`src/rtl/adc_rd_pkg.sv`:
```
package adc_rd_pkg;

  typedef enum logic [1:0] {
    RD_IDLE  = 2'd0,
    RD_SETUP = 2'd1,
    RD_SHIFT = 2'd2,
    RD_GUARD = 2'd3
  } rd_state_t;

  // two unknown bits + null bit + 12 code bits + one repeated bit
  localparam int unsigned RES_BITS   = 12;
  localparam int unsigned FRAME_BITS = RES_BITS + 4;

  function automatic longint unsigned ceil_div(longint unsigned num, longint unsigned den);
    return (num + den - 1) / den;
  endfunction

endpackage

```
`src/rtl/adc_rd_sclk_gen.sv`:
```
module adc_rd_sclk_gen #(
  parameter int unsigned HALF_DIV   = 32,
  parameter int unsigned FRAME_BITS = 16
) (
  input  logic clk,
  input  logic rst_n,
  input  logic run,
  output logic phase_hi,
  output logic rise_stb,
  output logic frame_done
);
  localparam int unsigned DIV_W = $clog2(HALF_DIV + 1);
  localparam int unsigned BIT_W = $clog2(FRAME_BITS + 1);
  localparam logic [DIV_W-1:0] DIV_LAST = DIV_W'(HALF_DIV - 1);
  localparam logic [BIT_W-1:0] BIT_LAST = BIT_W'(FRAME_BITS - 1);

  logic [DIV_W-1:0] div_q;
  logic [BIT_W-1:0] bit_q;
  logic             half_q;
  logic             div_end;

  assign div_end    = run && (div_q == DIV_LAST);
  assign rise_stb   = div_end && !half_q;
  assign frame_done = div_end && half_q && (bit_q == BIT_LAST);
  assign phase_hi   = half_q;

  always_ff @(posedge clk or negedge rst_n) begin
    if (!rst_n) begin
      div_q  <= '0;
      bit_q  <= '0;
      half_q <= 1'b0;
    end else if (!run) begin
      div_q  <= '0;
      bit_q  <= '0;
      half_q <= 1'b0;
    end else if (div_end) begin
      div_q  <= '0;
      half_q <= !half_q;
      if (half_q) bit_q <= bit_q + 1'b1;
    end else begin
      div_q <= div_q + 1'b1;
    end
  end
endmodule

```
`src/rtl/adc_rd_capture.sv`:
```
module adc_rd_capture #(
  parameter int unsigned RES_BITS   = 12,
  parameter int unsigned FRAME_BITS = 16
) (
  input  logic                clk,
  input  logic                rst_n,
  input  logic                shift_en,
  input  logic                din,
  output logic [RES_BITS-1:0] code,
  output logic                null_bit
);
  logic [FRAME_BITS-1:0] cap_q;

  always_ff @(posedge clk or negedge rst_n) begin
    if (!rst_n)        cap_q <= '0;
    else if (shift_en) cap_q <= {cap_q[FRAME_BITS-2:0], din};
  end

  // cap_q[0] is the replayed bit 1; the code sits just above it
  assign code     = cap_q[RES_BITS:1];
  assign null_bit = cap_q[RES_BITS+1];
endmodule

```
`src/rtl/adc_spi_reader.sv`:
```
module adc_spi_reader
  import adc_rd_pkg::*;
#(
  parameter int unsigned SYS_PERIOD_PS = 10000,
  parameter int unsigned HALF_DIV      = 32,
  parameter int unsigned T_SETUP_PS    = 100000,
  parameter int unsigned T_CSH_PS      = 625000,
  parameter int unsigned T_HALF_MIN_PS = 312000,
  parameter int unsigned T_SCLK_MIN_PS = 625000,
  parameter int unsigned T_WINDOW_PS   = 1200000000
) (
  input  logic                clk,
  input  logic                rst_n,
  input  logic                clk_idle_hi,
  input  logic                start,
  input  logic                adc_dout,
  output logic                adc_cs_n,
  output logic                adc_sclk,
  output logic                res_valid,
  input  logic                res_ready,
  output logic [RES_BITS-1:0] res_data,
  output logic                res_frame_err
);
  localparam int unsigned SETUP_CYC = int'(ceil_div(T_SETUP_PS, SYS_PERIOD_PS)) < 1 ? 1
                                    : int'(ceil_div(T_SETUP_PS, SYS_PERIOD_PS));
  localparam int unsigned CSH_CYC   = int'(ceil_div(T_CSH_PS, SYS_PERIOD_PS)) < 1 ? 1
                                    : int'(ceil_div(T_CSH_PS, SYS_PERIOD_PS));
  localparam int unsigned WAIT_MAX  = SETUP_CYC > CSH_CYC ? SETUP_CYC : CSH_CYC;
  localparam int unsigned WAIT_W    = $clog2(WAIT_MAX + 1);

  localparam longint unsigned HALF_PS   = longint'(HALF_DIV) * longint'(SYS_PERIOD_PS);
  // sampling ends after 2 clocks; 14 more carry the 12 code bits out
  localparam longint unsigned WINDOW_PS = 28 * HALF_PS;
  localparam bit TIMING_OK = (HALF_DIV >= 1)
                          && (HALF_PS >= longint'(T_HALF_MIN_PS))
                          && (2 * HALF_PS >= longint'(T_SCLK_MIN_PS))
                          && (WINDOW_PS <= longint'(T_WINDOW_PS));

  if (!TIMING_OK) begin : g_bad_timing
    $error("adc_spi_reader: HALF_DIV breaks serial clock timing limits");
  end

  rd_state_t            st_q;
  logic [WAIT_W-1:0]    wait_q;
  logic                 phase_hi, rise_stb, frame_done;
  logic [RES_BITS-1:0]  cap_code;
  logic                 cap_null;
  logic                 vld_q, err_q;
  logic [RES_BITS-1:0]  data_q;
  logic                 accept;

  assign accept = (st_q == RD_IDLE) && start && !vld_q;

  adc_rd_sclk_gen #(.HALF_DIV(HALF_DIV), .FRAME_BITS(FRAME_BITS)) u_sclk (
    .clk        (clk),
    .rst_n      (rst_n),
    .run        (st_q == RD_SHIFT),
    .phase_hi   (phase_hi),
    .rise_stb   (rise_stb),
    .frame_done (frame_done)
  );

  adc_rd_capture #(.RES_BITS(RES_BITS), .FRAME_BITS(FRAME_BITS)) u_cap (
    .clk      (clk),
    .rst_n    (rst_n),
    .shift_en (rise_stb),
    .din      (adc_dout),
    .code     (cap_code),
    .null_bit (cap_null)
  );

  always_ff @(posedge clk or negedge rst_n) begin
    if (!rst_n) begin
      st_q   <= RD_GUARD;
      wait_q <= '0;
    end else begin
      unique case (st_q)
        RD_IDLE: if (accept) begin
          st_q   <= RD_SETUP;
          wait_q <= '0;
        end
        RD_SETUP: begin
          if (wait_q == WAIT_W'(SETUP_CYC - 1)) st_q <= RD_SHIFT;
          wait_q <= wait_q + 1'b1;
        end
        RD_SHIFT: if (frame_done) begin
          st_q   <= RD_GUARD;
          wait_q <= '0;
        end
        RD_GUARD: begin
          if (wait_q == WAIT_W'(CSH_CYC - 1)) st_q <= RD_IDLE;
          else                               wait_q <= wait_q + 1'b1;
        end
        default: st_q <= RD_GUARD;
      endcase
    end
  end

  // the last capture lands on the rise before frame_done, so cap_code is complete
  always_ff @(posedge clk or negedge rst_n) begin
    if (!rst_n) begin
      vld_q  <= 1'b0;
      err_q  <= 1'b0;
      data_q <= '0;
    end else if (frame_done) begin
      vld_q  <= 1'b1;
      err_q  <= cap_null;
      data_q <= cap_code;
    end else if (vld_q && res_ready) begin
      vld_q <= 1'b0;
    end
  end

  assign adc_cs_n      = !((st_q == RD_SETUP) || (st_q == RD_SHIFT));
  assign adc_sclk      = (st_q == RD_SHIFT) ? phase_hi : clk_idle_hi;
  assign res_valid     = vld_q;
  assign res_data      = data_q;
  assign res_frame_err = err_q;
endmodule

```
`config.mk`:
```
export PLATFORM = sky130hd
export DESIGN_NAME = adc_spi_reader
export DESIGN_NICKNAME = d
export VERILOG_FILES = /design/src/rtl/adc_rd_pkg.sv /design/src/rtl/adc_rd_sclk_gen.sv /design/src/rtl/adc_rd_capture.sv /design/src/rtl/adc_spi_reader.sv
export SDC_FILE = /design/constraint.sdc
export NUM_CORES = 1
export LEC_CHECK = 0
export BUFFER_PORTS_ARGS = -buffer_cell sky130_fd_sc_hd__buf_2
export CORE_AREA = 3 3 81 83
export DETAILED_ROUTE_END_ITERATION = 6
export DIE_AREA = 0 0 84 86
export GPL_TIMING_DRIVEN = 1
export PLACE_DENSITY = 0.53
export SLEW_MARGIN = 20
export SYNTH_ARGS = -nofsm -noshare
export SYNTH_HDL_FRONTEND = slang
export SYNTH_SLANG_ARGS = --single-unit
```
`constraint.sdc`:
```
create_clock -name clk -period 6.8 [get_ports clk]
set_clock_uncertainty 0.2 [all_clocks]
set_input_delay 1.02 -clock clk [delete_from_list [all_inputs] [get_ports clk]]
set_output_delay 1.02 -clock clk [all_outputs]
set_load 0.01 [all_outputs]
```
==> reports/results.txt <==
worst r2r dst -> wait_q[1]
final worst path period share -> 44.66%
area grow syn2layout -> 12.32%
Synth cell types -> 44
Core ar. -> 5921 µm²
layout cells sized above 1 -> 24.51%
CP max FO -> 16
Yosys top cell area share -> 49.49%
nature of the critical path startpoint -> flop
Hold Buf Count CTS -> 0
sum of negative setup slack -> 0 ns
DR WL/cell -> 13.95 µm
sequential share of the synthesized area -> 51.75%
Final HPWL DP -> 2732 µm
initial antenna violation count -> 0
final wirelength -> 3892 µm
Clock Tree Buf Depth -> 2
largest net degree at the start of global routing -> 49
Critical path origin -> st_q[1]
GRT Total Usage -> 11.67%
gr ovfl total -> 0
TritonCTS clock tree -> done
mapped cell area -> 2326 µm²
num rows -> 28
worst hold path startpoint -> u_sclk.div_q[0]
Reg2Reg Setup Slack -> 4.24 ns
worst slew pin tran -> 0.9087 ns
die area -> 7224 µm²
Sinks on Clock Net -> 48
Fillers -> 551
Synth Instances -> 181
routability cong. -> 0.7939
max_slew headroom -> 39.17%
drt via density -> 5.057
WHS Endpoint -> u_sclk.div_q[0]
initial core utilization -> 39.29%
hold path depth -> 1
grt met2 use -> 20.03%
area leader, netlist -> dfrtp_1
R2R depth -> 6
final instance area -> 2613 µm²
GR Util met3 -> 3.362%
Arrival @ worst endpoint -> 1.82 ns
CTS root buf -> clkbuf_8
LEAKAGE -> 1.359 nW
Synth area leaders -> dfrtp_1, mux2_1, mux2_4, ha_1, dfstp_2
n_diodes -> 0
Crit path required time -> 5.58 ns
area post-placement -> 2472 µm²
Iter 0 DRT Violations -> 123
Die Y-Extent -> 86 µm
number of global-route vias before repair -> 1450
status -> finished clean
Pwr Density -> 235.5 nW/µm²
Fin. Hold Viols -> 0
WS Path Type -> reg -> out
I/O pins -> 22
Hold/Removal Path Class -> reg -> reg
Max Fclk -> 329.3 MHz
# DRC -> 0
fin nets -> 220
worst-skew pair later-pin latency -> 0.30 ns
via count -> 1411
setup violators final -> 0
Synth Warn # -> 0
max-cap violations -> 0
GR met1 Demand/Resource -> 13.82%
Setup crit end kind -> output pin
Clock H-tree levels -> 2
global route hottest layer -> met2
first-pass GRT wire length -> 6699 µm
FF-to-FF Start -> st_q[0]
Max VDD drop -> 0.08618 mV
Avg Inst Size Synth -> 12.85 µm²
Post CTS Setup Buffer Count -> 0
DRT antenna net count -> 0
#FFs+latches synth -> 48
Clock transition at path regs -> 0.09 ns
Port Buffer Count -> 21
RSZ-0062 raised after global routing -> no
# resized after CTS -> 0
final slew viol count -> 0
CTS buffer count -> 5
die width -> 84 µm
minimum clock period -> 3.037 ns
syn nets -> 198
DR pass1 iterations -> 4
==> power by group <==
part	total [mW]	internal, mW	switching, mW
sequential	0.301	0.293	0.00739
clock	0.245	0.148	0.0975
combinational	0.0689	0.0281	0.0408
==> metal layers <==
metal | vias to the layer above | part of all wire [%]
met4 | 0 | 2.2
met1 | 697 | 45
met5 | - | 0
li1 | 673 | -
met3 | 7 | 4.2
met2 | 34 | 48
==> cell families after synthesis <==
kind of cell | count (synthesis) | synth area share, %
flip-flops | 48 | 51.75
adder cells (fa/ha/maj) | 11 | 5.917
multiplexers | 32 | 16.94
buffers and inverters | 16 | 3.872
AO/OA/AOI/OAI | 19 | 5.703
XOR/XNOR | 6 | 2.259
AND/OR/NAND/NOR | 49 | 13.56
==> layout by cell type (no fill, tap or decap), types with 2 or more instances in the layout <==
master     instances
dfrtp_1           46
buf_2             20
mux2_1            18
ha_1              11
mux2_4            10
inv_1              9
nand3_1            7
o21ai_0            7
nand2_1            7
and2_1             6
nor2_1             6
xor2_1             5
clkbuf_8           5
nand4_1            4
nor3_1             4
mux2i_1            3
a32o_1             3
and3_1             2
or3_1              2
a21oi_1            2
nor2b_1            2
bufinv_16          2
dfstp_2            2
==> cells in the mapped netlist, drive strengths merged <==
| master | count |
|---|---|
| a21boi | 2 |
| a21o | 1 |
| a21oi | 2 |
| a32o | 3 |
| and2 | 6 |
| and3 | 3 |
| buf | 5 |
| clkbuf | 1 |
| dfrtp | 46 |
| dfstp | 2 |
| ha | 11 |
| inv | 10 |
| mux2 | 29 |
| mux2i | 3 |
| nand2 | 7 |
| nand2b | 2 |
| nand3 | 7 |
| nand4 | 5 |
| nand4bb | 1 |
| nor2 | 7 |
| nor2b | 2 |
| nor3 | 4 |
| nor4b | 1 |
| o2111ai | 1 |
| o211a | 1 |
| o211ai | 1 |
| o21ai | 8 |
| or2 | 1 |
| or3 | 3 |
| xnor2 | 1 |
| xor2 | 5 |
==> state kept, by name, summed over array words and instances (netlist names) <==
signal	count
u_sclk.bit_q	5
wait_q	6
res_valid	1
st_q	2
u_sclk.div_q	6
res_data	12
res_frame_err	1
u_sclk.phase_hi	1
u_cap.cap_q	14
==> through the flow <==
stage | setup slack (ns) | util [%] | hold WS, ns | instances | power (mW)
6_report | 3.763 | 44.13 | 0.2707 | 279 | 0.6152
5_1_grt | 3.643 | 44.13 | 0.3146 | 279 | 0.6483
4_1_cts | 3.733 | 44.08 | 0.2769 | 279 | 0.6254
3_5_place_dp | 4.057 | 41.76 | 0.2642 | 271 | 0.3761
3_3_place_gp | 4.055 | 41.76 | 0.2565 | 271 | 0.3727
2_1_floorplan | 4.288 | - | 0.2329 | 181 | 0.3570
==> final cells by class <==
cell class / instances / area, µm² / area share, %
sequential: 48 / 1204 / 46.07
clock inverter: 3 / 68.82 / 2.634
timing repair buffer: 21 / 107.6 / 4.119
clock buffer: 5 / 68.82 / 2.634
multi-input combinational: 117 / 1032 / 39.51
inverter: 10 / 37.54 / 1.437
tap: 75 / 93.84 / 3.592
==> critical path: stages (launching register included) <==
cell,delay [ns]
dfstp_2,0.56
ha_1,0.43
mux2_2,0.39
buf_2,0.14
==> worst max-delay path by stage <==
stage | end | slack, ns | depth (start not counted)
floorplan | adc_sclk | 4.29 | 1
global placement | adc_sclk | 4.05 | 3
detailed placement | adc_sclk | 4.06 | 3
CTS | adc_sclk | 3.73 | 3
global route | adc_sclk | 3.64 | 3
finish | adc_sclk | 3.76 | 3
Note: power is estimated with default switching activity, not from simulation.
